## config.mk

```make
export PLATFORM = sky130hd
export DESIGN_NAME = gpio_port
export DESIGN_NICKNAME = d
export VERILOG_FILES = /design/src/rtl/gpio_pkg.sv /design/src/rtl/gpio_rst_sync.sv /design/src/rtl/gpio_in_sync.sv /design/src/rtl/gpio_irq_detect.sv /design/src/rtl/gpio_port.sv
export SDC_FILE = /design/constraint.sdc
export NUM_CORES = 1
export LEC_CHECK = 0
export BUFFER_PORTS_ARGS = -buffer_cell sky130_fd_sc_hd__buf_2
export CORE_ASPECT_RATIO = 1.75
export CORE_UTILIZATION = 56
export DETAILED_ROUTE_END_ITERATION = 8
export PLACE_DENSITY = 0.84
export SYNTH_ARGS = -nofsm -noshare
export SYNTH_HDL_FRONTEND = slang
export SYNTH_SLANG_ARGS = --single-unit
```

## constraint.sdc

```tcl
create_clock -name clk -period 5 [get_ports clk]
set_input_delay 0 -clock clk [delete_from_list [all_inputs] [get_ports clk]]
set_output_delay 0 -clock clk [all_outputs]
set_load 0.005 [all_outputs]
```

## src/rtl/gpio_pkg.sv

```systemverilog
package gpio_pkg;
  localparam logic [7:0] ADDR_DATA = 8'h06;
  localparam logic [7:0] ADDR_DIR  = 8'h86;
  localparam logic [7:0] ADDR_OPT  = 8'h81;
  localparam logic [6:0] OFS_CTL   = 7'h0B;

  localparam int unsigned CTL_CHG_FLAG = 0;
  localparam int unsigned CTL_EXT_FLAG = 1;
  localparam int unsigned CTL_CHG_EN   = 3;
  localparam int unsigned CTL_EXT_EN   = 4;

  localparam int unsigned OPT_PU_N     = 7;
  localparam int unsigned OPT_EDGE     = 6;

  typedef enum logic [2:0] {
    SEL_NONE,
    SEL_DATA,
    SEL_DIR,
    SEL_OPT,
    SEL_CTL
  } reg_sel_e;

  function automatic reg_sel_e decode_addr(input logic [7:0] a);
    reg_sel_e s;
    if (a == ADDR_DATA)          s = SEL_DATA;
    else if (a == ADDR_DIR)      s = SEL_DIR;
    else if (a == ADDR_OPT)      s = SEL_OPT;
    else if (a[6:0] == OFS_CTL)  s = SEL_CTL;
    else                         s = SEL_NONE;
    return s;
  endfunction
endpackage

```

## src/rtl/gpio_rst_sync.sv

```systemverilog
module gpio_rst_sync #(
  parameter int unsigned STAGES = 2
) (
  input  logic clk,
  input  logic arst_n,
  output logic rst_n_o
);
  logic [STAGES-1:0] sh_q;
  logic [STAGES-1:0] sh_d;

  generate
    if (STAGES == 1) begin : g_one
      always_comb sh_d = 1'b1;
    end else begin : g_many
      always_comb sh_d = {sh_q[STAGES-2:0], 1'b1};
    end
  endgenerate

  always_ff @(posedge clk or negedge arst_n) begin
    if (!arst_n) sh_q <= '0;
    else         sh_q <= sh_d;
  end

  assign rst_n_o = sh_q[STAGES-1];
endmodule

```

## src/rtl/gpio_in_sync.sv

```systemverilog
module gpio_in_sync #(
  parameter int unsigned WIDTH  = 8,
  parameter int unsigned STAGES = 2
) (
  input  logic             clk,
  input  logic             rst_n,
  input  logic [WIDTH-1:0] din,
  output logic [WIDTH-1:0] dout
);
  logic [STAGES-1:0][WIDTH-1:0] st_q;
  logic [STAGES-1:0][WIDTH-1:0] st_d;

  generate
    if (STAGES == 1) begin : g_one
      always_comb st_d = din;
    end else begin : g_many
      always_comb st_d = {st_q[STAGES-2:0], din};
    end
  endgenerate

  always_ff @(posedge clk or negedge rst_n) begin
    if (!rst_n) st_q <= '0;
    else        st_q <= st_d;
  end

  assign dout = st_q[STAGES-1];
endmodule

```

## src/rtl/gpio_irq_detect.sv

```systemverilog
module gpio_irq_detect #(
  parameter int unsigned WIDTH   = 8,
  parameter int unsigned CHG_LO  = 4,
  parameter int unsigned ARM_LEN = 3
) (
  input  logic             clk,
  input  logic             rst_n,
  input  logic [WIDTH-1:0] pins_s,
  input  logic             edge_rise,
  input  logic             snap_take,
  input  logic             flag_wr,
  input  logic [1:0]       flag_wdata,  // [1]=ext, [0]=chg
  output logic             chg_flag_o,
  output logic             ext_flag_o
);
  localparam int unsigned CHG_W = WIDTH - CHG_LO;

  logic [ARM_LEN-1:0] arm_q, arm_d;
  logic               armed;
  logic [CHG_W-1:0]   snap_q, snap_d;
  logic               prev_q, prev_d;
  logic               chg_q, chg_d, ext_q, ext_d;
  logic               ext_evt, chg_evt;
  logic [CHG_W-1:0]   hi_s;

  assign hi_s  = pins_s[WIDTH-1:CHG_LO];
  assign armed = arm_q[ARM_LEN-1];

  always_comb begin
    arm_d   = {arm_q[ARM_LEN-2:0], 1'b1};
    prev_d  = pins_s[0];
    snap_d  = (snap_take || !armed) ? hi_s : snap_q;
    ext_evt = armed && (edge_rise ? (!prev_q && pins_s[0]) : (prev_q && !pins_s[0]));
    chg_evt = armed && (hi_s != snap_q);
    chg_d   = chg_evt || (chg_q && !(flag_wr && !flag_wdata[0]));
    ext_d   = ext_evt || (ext_q && !(flag_wr && !flag_wdata[1]));
  end

  always_ff @(posedge clk or negedge rst_n) begin
    if (!rst_n) begin
      arm_q  <= '0;
      snap_q <= '0;
      prev_q <= 1'b0;
      chg_q  <= 1'b0;
      ext_q  <= 1'b0;
    end else begin
      arm_q  <= arm_d;
      snap_q <= snap_d;
      prev_q <= prev_d;
      chg_q  <= chg_d;
      ext_q  <= ext_d;
    end
  end

  assign chg_flag_o = chg_q;
  assign ext_flag_o = ext_q;

  // the selected edge on synchronized pin 0 sets the external flag
  p_ext_edge_sets_r7: assert property (@(posedge clk) disable iff (!rst_n)
    (armed && edge_rise && !prev_q && pins_s[0]) |=> ext_flag_o);

  // an upper-nibble mismatch against the snapshot sets the change flag
  p_chg_mismatch_sets_r8: assert property (@(posedge clk) disable iff (!rst_n)
    (armed && (hi_s != snap_q)) |=> chg_flag_o);

  // flags stay set unless a clearing write arrives
  p_ext_sticky_r9: assert property (@(posedge clk) disable iff (!rst_n)
    (ext_flag_o && !(flag_wr && !flag_wdata[1])) |=> ext_flag_o);
  p_chg_sticky_r9: assert property (@(posedge clk) disable iff (!rst_n)
    (chg_flag_o && !(flag_wr && !flag_wdata[0])) |=> chg_flag_o);

  // no flag can rise before detection is armed
  p_quiet_unarmed_r11: assert property (@(posedge clk) disable iff (!rst_n)
    (!armed && !chg_flag_o && !ext_flag_o) |=> (!chg_flag_o && !ext_flag_o));
endmodule

```

## src/rtl/gpio_port.sv

```systemverilog
module gpio_port
  import gpio_pkg::*;
#(
  parameter int unsigned WIDTH       = 8,
  parameter int unsigned SYNC_STAGES = 2,
  parameter int unsigned CHG_LO      = 4
) (
  input  logic             clk,
  input  logic             por_n,
  input  logic             rst_n,
  input  logic [7:0]       addr,
  input  logic             wr_en,
  input  logic [WIDTH-1:0] wr_data,
  input  logic             rd_en,
  output logic [WIDTH-1:0] rd_data,
  input  logic [WIDTH-1:0] pin_in,
  output logic [WIDTH-1:0] pin_out,
  output logic [WIDTH-1:0] pin_oe,
  output logic [WIDTH-1:0] pullup_en,
  output logic             irq
);
  localparam int unsigned ARM_LEN = SYNC_STAGES + 1;

  logic             arst_n, rst_s_n;
  reg_sel_e         sel;
  logic [WIDTH-1:0] pins_s;
  logic [WIDTH-1:0] dir_q, dir_d, opt_q, opt_d, data_q, data_d;
  logic             chg_en_q, chg_en_d, ext_en_q, ext_en_d;
  logic             chg_flag, ext_flag;
  logic [WIDTH-1:0] rd_q, rd_d, rd_mux, ctl_view;
  logic             wr_ctl, snap_take;

  assign arst_n = por_n & rst_n;

  gpio_rst_sync #(.STAGES(2)) u_rst (
    .clk(clk), .arst_n(arst_n), .rst_n_o(rst_s_n)
  );

  gpio_in_sync #(.WIDTH(WIDTH), .STAGES(SYNC_STAGES)) u_sync (
    .clk(clk), .rst_n(rst_s_n), .din(pin_in), .dout(pins_s)
  );

  assign sel       = decode_addr(addr);
  assign wr_ctl    = wr_en && (sel == SEL_CTL);
  assign snap_take = rd_en && (sel == SEL_DATA);

  gpio_irq_detect #(.WIDTH(WIDTH), .CHG_LO(CHG_LO), .ARM_LEN(ARM_LEN)) u_irq (
    .clk(clk), .rst_n(rst_s_n), .pins_s(pins_s),
    .edge_rise(opt_q[OPT_EDGE]), .snap_take(snap_take),
    .flag_wr(wr_ctl),
    .flag_wdata({wr_data[CTL_EXT_FLAG], wr_data[CTL_CHG_FLAG]}),
    .chg_flag_o(chg_flag), .ext_flag_o(ext_flag)
  );

  always_comb begin
    dir_d    = (wr_en && sel == SEL_DIR)  ? wr_data : dir_q;
    opt_d    = (wr_en && sel == SEL_OPT)  ? wr_data : opt_q;
    data_d   = (wr_en && sel == SEL_DATA) ? wr_data : data_q;
    chg_en_d = wr_ctl ? wr_data[CTL_CHG_EN] : chg_en_q;
    ext_en_d = wr_ctl ? wr_data[CTL_EXT_EN] : ext_en_q;

    ctl_view               = '0;
    ctl_view[CTL_CHG_FLAG] = chg_flag;
    ctl_view[CTL_EXT_FLAG] = ext_flag;
    ctl_view[CTL_CHG_EN]   = chg_en_q;
    ctl_view[CTL_EXT_EN]   = ext_en_q;

    unique case (sel)
      SEL_DATA: rd_mux = pins_s;
      SEL_DIR:  rd_mux = dir_q;
      SEL_OPT:  rd_mux = opt_q;
      SEL_CTL:  rd_mux = ctl_view;
      default:  rd_mux = '0;
    endcase
    rd_d = rd_en ? rd_mux : rd_q;
  end

  always_ff @(posedge clk or negedge rst_s_n) begin
    if (!rst_s_n) begin
      dir_q    <= '1;
      opt_q    <= '1;
      chg_en_q <= 1'b0;
      ext_en_q <= 1'b0;
      rd_q     <= '0;
    end else begin
      dir_q    <= dir_d;
      opt_q    <= opt_d;
      chg_en_q <= chg_en_d;
      ext_en_q <= ext_en_d;
      rd_q     <= rd_d;
    end
  end

  // output latch: deliberately without reset
  always_ff @(posedge clk) begin
    data_q <= data_d;
  end

  assign rd_data   = rd_q;
  assign pin_out   = data_q;
  assign pin_oe    = ~dir_q;
  assign pullup_en = dir_q & {WIDTH{~opt_q[OPT_PU_N]}};
  assign irq       = (chg_flag & chg_en_q) | (ext_flag & ext_en_q);

  // unmapped reads return zero one cycle later
  p_unmapped_zero_r1: assert property (@(posedge clk) disable iff (!rst_s_n)
    (rd_en && sel == SEL_NONE) |=> (rd_data == '0));

  // a direction write drives the pad enables from the next cycle
  p_dir_write_oe_r2: assert property (@(posedge clk) disable iff (!rst_s_n)
    (wr_en && sel == SEL_DIR) |=> (pin_oe == ~$past(wr_data)));

  // global pull-up disable forces all pull-ups off
  p_pullup_gated_r5: assert property (@(posedge clk) disable iff (!rst_s_n)
    opt_q[OPT_PU_N] |-> (pullup_en == '0));

  // with both enables clear no interrupt leaves the block
  p_irq_masked_r10: assert property (@(posedge clk) disable iff (!rst_s_n)
    (!chg_en_q && !ext_en_q) |-> !irq);
endmodule

```

### Yosys cells after proc, flatten, opt, wreduce, memory -nomap -nowiden

Index checks and enable logic that the tools add are counted.
W data, S select, Z words.

| storage, ports and cells | value |
|---|---|
| register bits after elaboration | 62 |
| bits in latches | 0 |
| RAM bits | 0 |
| bits in read-only memories | 0 |
| logic and storage cells | 59 |
| memories kept | 0 |

| operators by class | value |
|---|---|
| add/sub/neg operators | 0 |
| $mul | 0 |
| div/mod/pow operators | 0 |
| $lt $le $gt $ge | 0 |
| eq/ne operators | 9 |
| shifts and indexed selects | 0 |
| mux-type cells | 6 |
| bitwise operators | 7 |
| reduce and logical (&&, ||, !) cells | 23 |

Operators with widths:

| operator | count |
|---|---|
| $pmux W8 S4 | 1 |
| $eq A8 B8 Y1 const B | 2 |
| $logic_and A1 B1 Y1 | 13 |
| $mux W3 | 4 |
| $and A8 B8 Y8 | 1 |
| $eq A8 B3 Y1 const B | 1 |
| $not A8 Y8 | 1 |
| $eq A7 B4 Y1 const B | 1 |
| $logic_not A1 Y1 | 7 |
| $eq A3 B2 Y1 const B | 2 |
| $ne A4 B4 Y1 | 1 |
| $and A1 B1 Y1 | 3 |
| $eq A3 B1 Y1 const B | 1 |
| $eq A3 B3 Y1 const B | 1 |
| $logic_or A1 B1 Y1 | 3 |
| $mux W1 | 1 |
| $not A1 Y1 | 1 |
| $or A1 B1 Y1 | 1 |

### Depth between registers and ports, before layout

Gate-level depths: netlist (run 1).

| logic depth | value |
|---|---|
| word-level depth | 11 |
| gate-level depth with buffers | 6 |

### By module

Synthesis (run 1) repeated with hierarchy kept, for this count alone.

| unflattened totals | value |
|---|---|
| cells, all modules | 176 |
| area, all modules | 2458.6 um2 |

Modules (own cells, without submodules):

| module | instances | cells each | area an instance (um2) | seq. area each (um2) |
|---|---|---|---|---|
| gpio_port | 1 | 128 | 1612.8 | 910.9 |
| gpio_in_sync | 1 | 16 | 400.4 | 400.4 |
| gpio_irq_detect | 1 | 29 | 391.6 | 250.2 |
| gpio_rst_sync | 1 | 3 | 53.8 | 50.0 |

### Least setup slack after synthesis (run 1)

Ideal clock, no wire load.

| timing | value |
|---|---|
| path type | input to register |
| start point | input addr[3] |
| end point | register data_q[0] (netlist: pin_out[0]) (enable) |
| arrival | 0.949 ns |
| data required time | 4.630 ns |
| path slack | 3.681 ns |
| stages | 4 |
| buffers on the path | 1 |
| cells stage by stage | and4bb_4 > buf_6 > nand3_1 > nor2_1 |

| on the way | value |
|---|---|
| word-level cells in the longest chain between the ends | 7 |

Ends and longest elaborated chain:

| element | line | text |
|---|---|---|
| start: declaration | gpio_port.sv:11 | `input logic [7:0] addr,` |
| $eq A7 B4 Y1 | gpio_pkg.sv:28 | `else if (a[6:0] == OFS_CTL) s = SEL_CTL;` |
| $mux W3 | gpio_pkg.sv:28 |  |
| $mux W3 | gpio_pkg.sv:27 | `else if (a == ADDR_OPT) s = SEL_OPT;` |
| $mux W3 | gpio_pkg.sv:26 | `else if (a == ADDR_DIR) s = SEL_DIR;` |
| $mux W3 * | gpio_pkg.sv:25 | `if (a == ADDR_DATA) s = SEL_DATA;` |
| $eq A3 B1 Y1 * | gpio_port.sv:58 | `data_d = (wr_en && sel == SEL_DATA) ? wr_data : data_q;` |
| $logic_and A1 B1 Y1 * | gpio_port.sv:58 |  |
| end signal: assignment | gpio_port.sv:96 | `data_q <= data_d;` |
| end: declaration | gpio_port.sv:27 | `logic [WIDTH-1:0] dir_q, dir_d, opt_q, opt_d, data_q, data_d;` |

Every way passes the cells marked *; elsewhere a longest branch is shown, timed or not.
A chain may end at the register's enable or synchronous reset.

### Final worst setup path (run 1)

| timing | value |
|---|---|
| start point | input addr[3] |
| end point | register data_q[5] (netlist: pin_out[5]) (enable) |

Same word-level chain as after synthesis.

==> results of run 1 <==
==> cells in the mapped netlist (all sizes together), types with 3 or more instances <==
master	instances	area share, %
mux2	30	14
o22ai	8	2.0
buf	5	1.8
nand3	3	0.61
inv	16	2.4
edfxtp	8	9.8
dfrtp	38	39
dfstp	16	17
nand2	3	0.46
a22oi	4	1.2
nor2	11	1.7
a222oi	4	1.6
o21ai	4	0.97
xor2	4	1.4
==> sequential cells by signal, indices dropped and copies added, names as in the netlist <==
name,count
chg_en_q,1
dir_q,8
ext_en_q,1
opt_q,8
pin_out,8
rd_data,8
u_irq.arm_q,3
u_irq.chg_flag_o,1
u_irq.ext_flag_o,1
u_irq.prev_q,1
u_irq.snap_q,4
u_rst.sh_q,2
u_sync.dout,8
u_sync.st_d,8
==> layer usage <==
metal | global-route usage [%] | vias up
met4 | 16.71 | 0
met5 | 0 | -
met3 | 7.071 | 18
met2 | 41.38 | 56
met1 | 28.47 | 803
li1 | - | 762
==> worst max path at each step <==
stage / slack (ps) / depth (start not counted) / end / startpoint
floorplan: 3410 / 0 / chg_en_q / u_rst.sh_q[1]
global placement: 3430 / 4 / pin_out[1] / addr[3]
detailed placement: 3360 / 4 / pin_out[1] / addr[3]
CTS: 3720 / 2 / pullup_en[3] / opt_q[7]
global route: 3600 / 0 / rd_data[4] / u_rst.sh_q[1]
finish: 3730 / 4 / pin_out[5] / addr[3]
==> power by group through the flow <==
stage          registers [mW]  clock network, mW  logic (mW)
5_1_grt                 0.561              0.492      0.0793
6_report                0.557              0.460      0.0729
3_5_place_dp            0.566                  0      0.0615
4_1_cts                 0.557              0.470      0.0728
2_1_floorplan           0.558                  0      0.0364
3_3_place_gp            0.565                  0      0.0596
==> placed cells by master, fill, tap and decap left out <==
master / count
dfrtp_2: 1
inv_1: 16
clkinv_1: 1
nand4_4: 1
a222oi_1: 4
nor3_4: 1
conb_1: 2
clkinvlp_4: 1
o41ai_1: 1
mux2_4: 1
buf_2: 61
o22ai_1: 8
a22oi_1: 4
bufinv_16: 2
nand3_1: 3
and4b_1: 1
nand2_1: 3
o21ai_0: 3
nor2_1: 11
xor2_1: 4
dlygate4sd3_1: 18
and4bb_4: 1
o311ai_4: 1
o21ai_2: 1
and4b_2: 1
clkbuf_8: 9
mux2_2: 29
a22o_1: 1
clkbuf_1: 3
edfxtp_1: 8
and2_1: 1
nor3b_1: 1
and3_4: 1
dfrtp_1: 37
dfstp_2: 16
==> timing repair <==
item                                   CTS  global route
endpoints found under the hold margin   38             0
hold buffers                            18             0
gates resized for setup                  0             0
==> cell families after synthesis <==
| kind of cell | Yosys count |
|---|---|
| AO/OA/AOI/OAI | 23 |
| XOR/XNOR | 4 |
| buffers and inverters | 23 |
| flip-flops | 62 |
| multiplexers | 30 |
| other | 1 |
| AND/OR/NAND/NOR | 25 |
==> critical path, cell delays in order <==
cell and delay (ps):
buf_2 110, and4bb_4 460, nand3_1 100, nor2_1 560
==> final cells by class <==
class                      count  area, um2
multi-input combinational     84      739.5
timing repair buffer          79      485.5
sequential                    62       1613
clock inverter                 4      71.32
tap                           49      61.31
clock buffer                  12      135.1
fill                         281       1023
inverter                      16      60.06
==> qor.yml, run 1 <==
cap_violations: 0
route.antenna.remaining_nets: 0
relSlewSlack_pct: 27.60
syn_area_per_cell_um2: 14.63
dr_wl_met2_mm: 2.749
setup_viol: 0
synth-seq-cells: 62
clock-root-buffer: "clkbuf_8"
worstHoldPathCells: 2
synth.area.mux_share_pct: 13.89
drv_slew: 0
hold_viol_final: 0
synth_top_family_by_area: "multiplexers"
final_util_pct: 75.57
die_area_um2: 4669
place_area_um2: 2779
clk_pin_slew_ps: 60
drtIter0Drc: 58
die_x_um: 52.09
dpl_worst_slack_ps: 3364
routed.top_layer: "met4"
die_h_um: 89.65
worstHoldStart: "rd_en"
numPortBuffers: 61
clkPwrFrac_pct: 42.2
status: "complete, no violations"
cts_buffer_depth: 2
p_int_mw: 0.8580
fin_tns_setup_ps: 0
synth_xor_area_share_pct: 1.425
start_kind: "input port"
grt_setup_unrepaired: "no"
synth_area_um2: 2459
r2r_cells: 3
place_hpwl_mm: 3.371
layout_min_cycle_time_ps: 1266
core-area_um2: 4189
end_kind: "flop"
yosys.area_share.simple_pct: 6.819
worstPathRequired_ps: 4970
power_density_nw_per_um2: 344.2
antenna_found_initial: 0
synth_warnings: 0
wl_met3_um: 210
cts_tree: "built"
grtUsageTotal_pct: 25.34
start_util_pct: 58.69
r2r_start: "dir_q[1]"
grt_pass1_wl_mm: 8.010
min_path_type: "input port to flop"
synth_ff_type: "dfrtp_1"
grt_pass1_vias: 1649
vias_per_cell: 5.356
drt-met1-wl_mm: 1.894
reg2reg_to: "rd_data[1]"
synthArstFlopShare_pct: 87.10
drive_gt1_share_pct: 49.42
ys_seq_area_share_pct: 65.55
dp.cells: 272
synth-adder-area-share_pct: 0
synth_cell_types: 30
crit_type: "input port to flop"
power.net_switching_mw: 0.2314
drc_errors: 0
final_cell_area_um2: 3166
grt_max_degree: 53
total_power_mw: 1.089
finalWirelength_mm: 5.001
synth_cells: 168
wl_per_cell_um: 16.34
sw_frac_of_total_pct: 21.24
synth_edf_count: 8
dr_total_vias: 1639
insertion_delay_ps: 340
grt_remaining_overflow: 0
min_period_over_period_pct: 25.32
synthToLayoutAreaGrowth_pct: 28.75
numCtsBuffers: 9
whs_ps: 32.01
diodes: 0
worst_pin_slew_ps: 1086
timing.final.ws_setup_ps: 3734
cts_setup_buffers: 0
max_freq_mhz: 789.8
cts_max_level: 3
clock_skew_ps: 5.347
path_max_fanout: 12
placementRows: 31
synth_compound_area_share_pct: 7.634
stdcell_count: 306
seqPwrFrac_pct: 51.1
crit_arrival_ps: 1240
p_leak_nw: 1.408
comb_power_share_pct: 6.7
cts.sinks: 62
max-vdd-ir-drop_mv: 0.3191
gp_congestion: 0.8713
r2r_setup_slack_ps: 3810
ios: 62
hold_end: "rd_data[3]"
nets: 281
drt_first_pass_iters: 5
(Power assumes the default switching activity.)
==> inputs of run 2 (changes only) <==
--- a/config.mk
+++ b/config.mk
@@ -7,9 +7,9 @@
 export LEC_CHECK = 0
 export BUFFER_PORTS_ARGS = -buffer_cell sky130_fd_sc_hd__buf_2
 export CORE_ASPECT_RATIO = 1.75
-export CORE_UTILIZATION = 56
+export CORE_UTILIZATION = 52
 export DETAILED_ROUTE_END_ITERATION = 8
-export PLACE_DENSITY = 0.84
+export PLACE_DENSITY = 0.78
 export SYNTH_ARGS = -nofsm -noshare
 export SYNTH_HDL_FRONTEND = slang
 export SYNTH_SLANG_ARGS = --single-unit
==> constraint.sdc (replaced) <==
create_clock -name clk -period 1.3 [get_ports clk]
set_input_delay 0 -clock clk [delete_from_list [all_inputs] [get_ports clk]]
set_output_delay 0 -clock clk [all_outputs]
set_load 0.005 [all_outputs]
==> run 2 against run 1 <==
Against the previous run:
- cell area up 3.0%
- utilization fell by 2.9 points
- power increased to 3.5 times the previous value
- sequential power grew to 3.8 times the previous value
- flip-flop and latch count unchanged
- hold slack improved by 42 ps
- non-clock buffer count up 8
- routed wire length barely moved
- global-route usage is 1.8 points lower
==> qor.yml, run 2 (same netlist as run 1, synthesis figures left out) <==
status: "complete, no violations"
gp_congestion: 0.8637
drtIter0Drc: 50
numPortBuffers: 61
die_area_um2: 5018
final_common_cell: "buf_2"
die_x_um: 53.98
final_util_pct: 72.71
cp_cell_sequence: "nor2_1 -> buf_2"
fin_tns_setup_ps: 0
start_util_pct: 54.83
slowest_stage: "dfstp_2"
drt_first_pass_iters: 4
stdcell_count: 316
r2r_start: "u_sync.dout[0]"
timing.final.ws_setup_ps: 25.84
core-area_um2: 4484
nets: 289
antenna_found_initial: 0
worstPathRequired_ps: 1300
setup_viol: 0
ios: 62
numCtsBuffers: 9
cts_buffer_depth: 2
dp.cells: 282
clk_pin_slew_ps: 70
cts.sinks: 62
max-vdd-ir-drop_mv: 0.9674
crit_arrival_ps: 1270
grt_setup_unrepaired: "yes"
min_path_type: "input port to flop"
cap_violations: 0
grt_remaining_overflow: 0
p_leak_nw: 1.461
final_cell_mix: "buf_2 (61), dfrtp_1 (37), mux2_2 (28), dlygate4sd3_1 (18)"
final_cell_area_um2: 3261
drive_gt1_share_pct: 51.70
clock_skew_ps: 10.38
dr_total_vias: 1656
route.antenna.remaining_nets: 0
vias_per_cell: 5.241
end_kind: "output port"
synthToLayoutAreaGrowth_pct: 32.62
min_period_over_period_pct: 98.01
start_kind: "flop"
worstHoldStart: "rd_en"
placementRows: 32
grt_pass1_wl_mm: 8.066
max_freq_mhz: 784.8
grtUsageTotal_pct: 23.50
dpl_worst_slack_ps: -8.990
drv_slew: 0
cts_max_level: 3
wl_per_cell_um: 15.84
grt_max_degree: 22
layout_min_cycle_time_ps: 1274
crit_type: "flop to output port"
clock-root-buffer: "clkbuf_8"
hold_viol_final: 0
cts_tree: "built"
path_max_fanout: 10
place_area_um2: 2907
critPathLaunch: "opt_q[7]"
place_hpwl_mm: 3.565
insertion_delay_ps: 340
grt_pass1_vias: 1750
drc_errors: 0
diodes: 0
finalWirelength_mm: 5.004
critical-path-max-stage-delay_ps: 700
die_h_um: 92.96
power_density_nw_per_um2: 1185
==> run 2: changes by cell type in the layout (fill, tap and decap cells not counted), sizes merged <==
cell	before	now
buf	61	69
bufinv	2	0
clkbuf	12	14
clkinv	1	2
clkinvlp	1	0
==> run 2: worst max-delay path, delay by kind of cell, from the launching register on <==
family,cells,cell delay [ps]
AND/OR/NAND/NOR,1,90
flip-flops,1,700
buffers and inverters,1,140
==> run 2: through the flow <==
stage               hold WS (ps)  total power, mW
floorplan                 -193.8            2.288
finish                     74.28            3.864
detailed placement        -103.5            2.447
CTS                        58.81            3.892
global route               89.30            4.028
global placement          -111.7            2.434
==> run 2: final timing paths <==
kind | to | slack [ps] | depth (start not counted)
worst max-delay path | pullup_en[6] | 30 | 2
worst min-delay path | rd_data[4] | 70 | 3
worst max register to register | rd_data[0] | 40 | 3
worst min register to register | u_sync.dout[2] | 170 | 0
max in group asynchronous | u_rst.sh_q[1] | 560 | 4
min in group asynchronous | u_rst.sh_q[0] | 80 | 3
==> run 2: layout make-up <==
| class | count | area (um2) |
|---|---|---|
| Sequential cell | 62 | 1613 |
| Inverter | 16 | 60.06 |
| Fill cell | 343 | 1224 |
| Clock buffer | 14 | 152.6 |
| Tap cell | 51 | 63.81 |
| Multi-Input combinational cell | 84 | 753.2 |
| Timing Repair Buffer | 87 | 608.1 |
| Clock inverter | 2 | 10.01 |
==> run 2: report_power, final <==
group	internal (mW)	switching, mW	leakage [nW]
Sequential	2.06	0.0623	0.697
Clock	0.740	0.665	0.0844
Combinational	0.191	0.143	0.679
==> run 2: what timing repair did <==
action / 4_1_cts / 5_1_grt
hold buffers: 18 / 0
endpoints found under the setup margin: 0 / 5
setup buffers: 0 / 0
endpoints found under the hold margin: 38 / 0
gates resized for setup: 0 / 2
==> run 2: metal layers <==
metal  vias up  part of all wire [%]  GRT usage [%]
li1        778                     -              -
met1       813                    37          26.36
met2        55                    57          38.68
met3        10                   3.9          6.404
met4         0                   2.1          12.61
met5         -                     0              0
==> inputs of run 3 (changes only) <==
==> constraint.sdc (replaced) <==
create_clock -name clk -period 1.4 [get_ports clk]
set_input_delay 0 -clock clk [delete_from_list [all_inputs] [get_ports clk]]
set_output_delay 0 -clock clk [all_outputs]
set_load 0.005 [all_outputs]
==> run 3 against run 2 <==
Against the previous run:
- sequential share of layout area is 0.54 points higher
- global-route usage is 0.18 points lower
- via count is 0.72% lower
- final cell count is 0.32% higher
- utilization is 0.78 points lower
- flip-flop and latch count stayed put
- combinational power is 10% lower
- critical endpoint unchanged
==> qor.yml, run 3 (same netlist as run 1, synthesis figures left out) <==
drv_slew: 0
drtIter0Drc: 47
path_max_fanout: 10
slowest_stage: "dfstp_2"
drc_errors: 0
placementRows: 32
clock_skew_ps: 10.03
reg2reg_to: "rd_data[1]"
cts_max_level: 3
drive_gt1_share_pct: 51.13
diodes: 0
crit_family: "flip-flops"
endpoint: "pullup_en[6]"
die_h_um: 92.96
multiInputGateArea_um2: 739.5
cts.repair.resized: 0
place_area_um2: 2874
grt_remaining_overflow: 0
min_path_type: "input port to flop"
grt_max_degree: 21
power_density_nw_per_um2: 1122
critPathLaunch: "opt_q[7]"
grt_pass1_wl_mm: 7.886
final_common_cell: "buf_2"
fill_cells: 317
die_x_um: 53.98
dr_total_vias: 1644
r2r_setup_slack_ps: 210
grt_pass1_vias: 1674
cts_tree: "built"
numCtsBuffers: 9
clk_pin_slew_ps: 70
crit_type: "flop to output port"
cts_setup_buffers: 0
insertion_delay_ps: 340
vias_per_cell: 5.186
numPortBuffers: 61
core-area_um2: 4484
max_freq_mhz: 783.9
worstPathRequired_ps: 1400
final_cell_mix: "buf_2 (61), dfrtp_1 (37), mux2_2 (29), dlygate4sd3_1 (18)"
grtUsageTotal_pct: 23.31
wl_per_cell_um: 15.86
path_depth: 2
hold_viol_final: 0
setup_viol: 0
nets: 290
route.antenna.remaining_nets: 0
clock-root-buffer: "clkbuf_8"
gp_congestion: 0.8451
cts.sinks: 62
drt_first_pass_iters: 4
start_util_pct: 54.83
place_hpwl_mm: 3.605
synthToLayoutAreaGrowth_pct: 31.20
final_cell_area_um2: 3226
critical-path-max-stage-delay_ps: 710
finalWirelength_mm: 5.028
critPathBufInv: 1
layout_min_cycle_time_ps: 1276
cap_violations: 0
r2r_start: "dir_q[1]"
grt_setup_unrepaired: "no"
crit_arrival_ps: 1280
r2r_cells: 3
start_kind: "flop"
p_leak_nw: 1.452
min_period_over_period_pct: 91.12
die_area_um2: 5018
cts_buffer_depth: 2
fin_tns_setup_ps: 0
end_kind: "output port"
ios: 62
status: "complete, no violations"
final-seq-area_um2: 1613
max-vdd-ir-drop_mv: 0.9782
cp_cell_sequence: "nor2_1 -> buf_2"
antenna_found_initial: 0
[run 3: cell count changes in the layout (fill, tap and decap cells not counted), sizes merged]
cell    delta
clkinv     -1
clkbuf     +1
buf        +1
[run 3: report_power, final]
part           switching [mW]  total [mW]  leakage [nW]  internal (mW)
sequential             0.0561        1.97         0.697           1.92
clock                   0.607        1.35        0.0877          0.739
combinational           0.130       0.301         0.667          0.171
total                   0.793        3.62          1.45           2.83
[run 3: layout make-up]
type | count | share of cell area, %
Sequential cell | 62 | 50.00
Clock inverter | 1 | 0.1552
Tap cell | 51 | 1.978
Clock buffer | 15 | 5.159
Inverter | 16 | 1.862
Timing Repair Buffer | 88 | 17.92
Multi-Input combinational cell | 84 | 22.92
[run 3: worst min path at each step]
stage          startpoint       endpoint  slack [ps]  cells after the start
2_1_floorplan       rst_n  u_rst.sh_q[0]        -190                      1
4_1_cts             rd_en     rd_data[2]          70                      3
6_report            rd_en     rd_data[2]          90                      3
3_5_place_dp        rst_n  u_rst.sh_q[0]        -100                      2
5_1_grt             rd_en     rd_data[5]          70                      3
3_3_place_gp        rst_n  u_rst.sh_q[0]        -110                      2
[run 3: per-stage QoR]
stage | setup slack [ps] | utilization (%) | hold WS (ps) | std cells | power (mW)
after floorplan | 80.92 | - | -193.8 | 169 | 2.125
after global placement | 90.80 | 64.09 | -111.8 | 283 | 2.254
after detailed placement | 2.361 | 64.09 | -98.93 | 283 | 2.266
after CTS | 118.4 | 71.93 | 72.21 | 317 | 3.649
after global routing | 71.48 | 71.93 | 73.89 | 317 | 3.784
final | 124.3 | 71.93 | 88.73 | 317 | 3.619
[run 3: routing by layer]
metal,GRT usage (%),vias up,routed length [um]
met5,0,-,0
met4,12.61,0,121
met3,6.732,10,211
met2,38.27,59,2842
met1,25.98,791,1853
li1,-,784,-
[run 3: worst register-to-register path, stage by stage (launching register included)]
cell and delay, ps:
dfstp_2 370, mux2_2 260, a222oi_1 300, o22ai_1 120
[run 3: repair_timing]
action                     CTS  global route
setup endpoints to repair    0             0
hold endpoints to repair    37             0
hold buffers                18             0
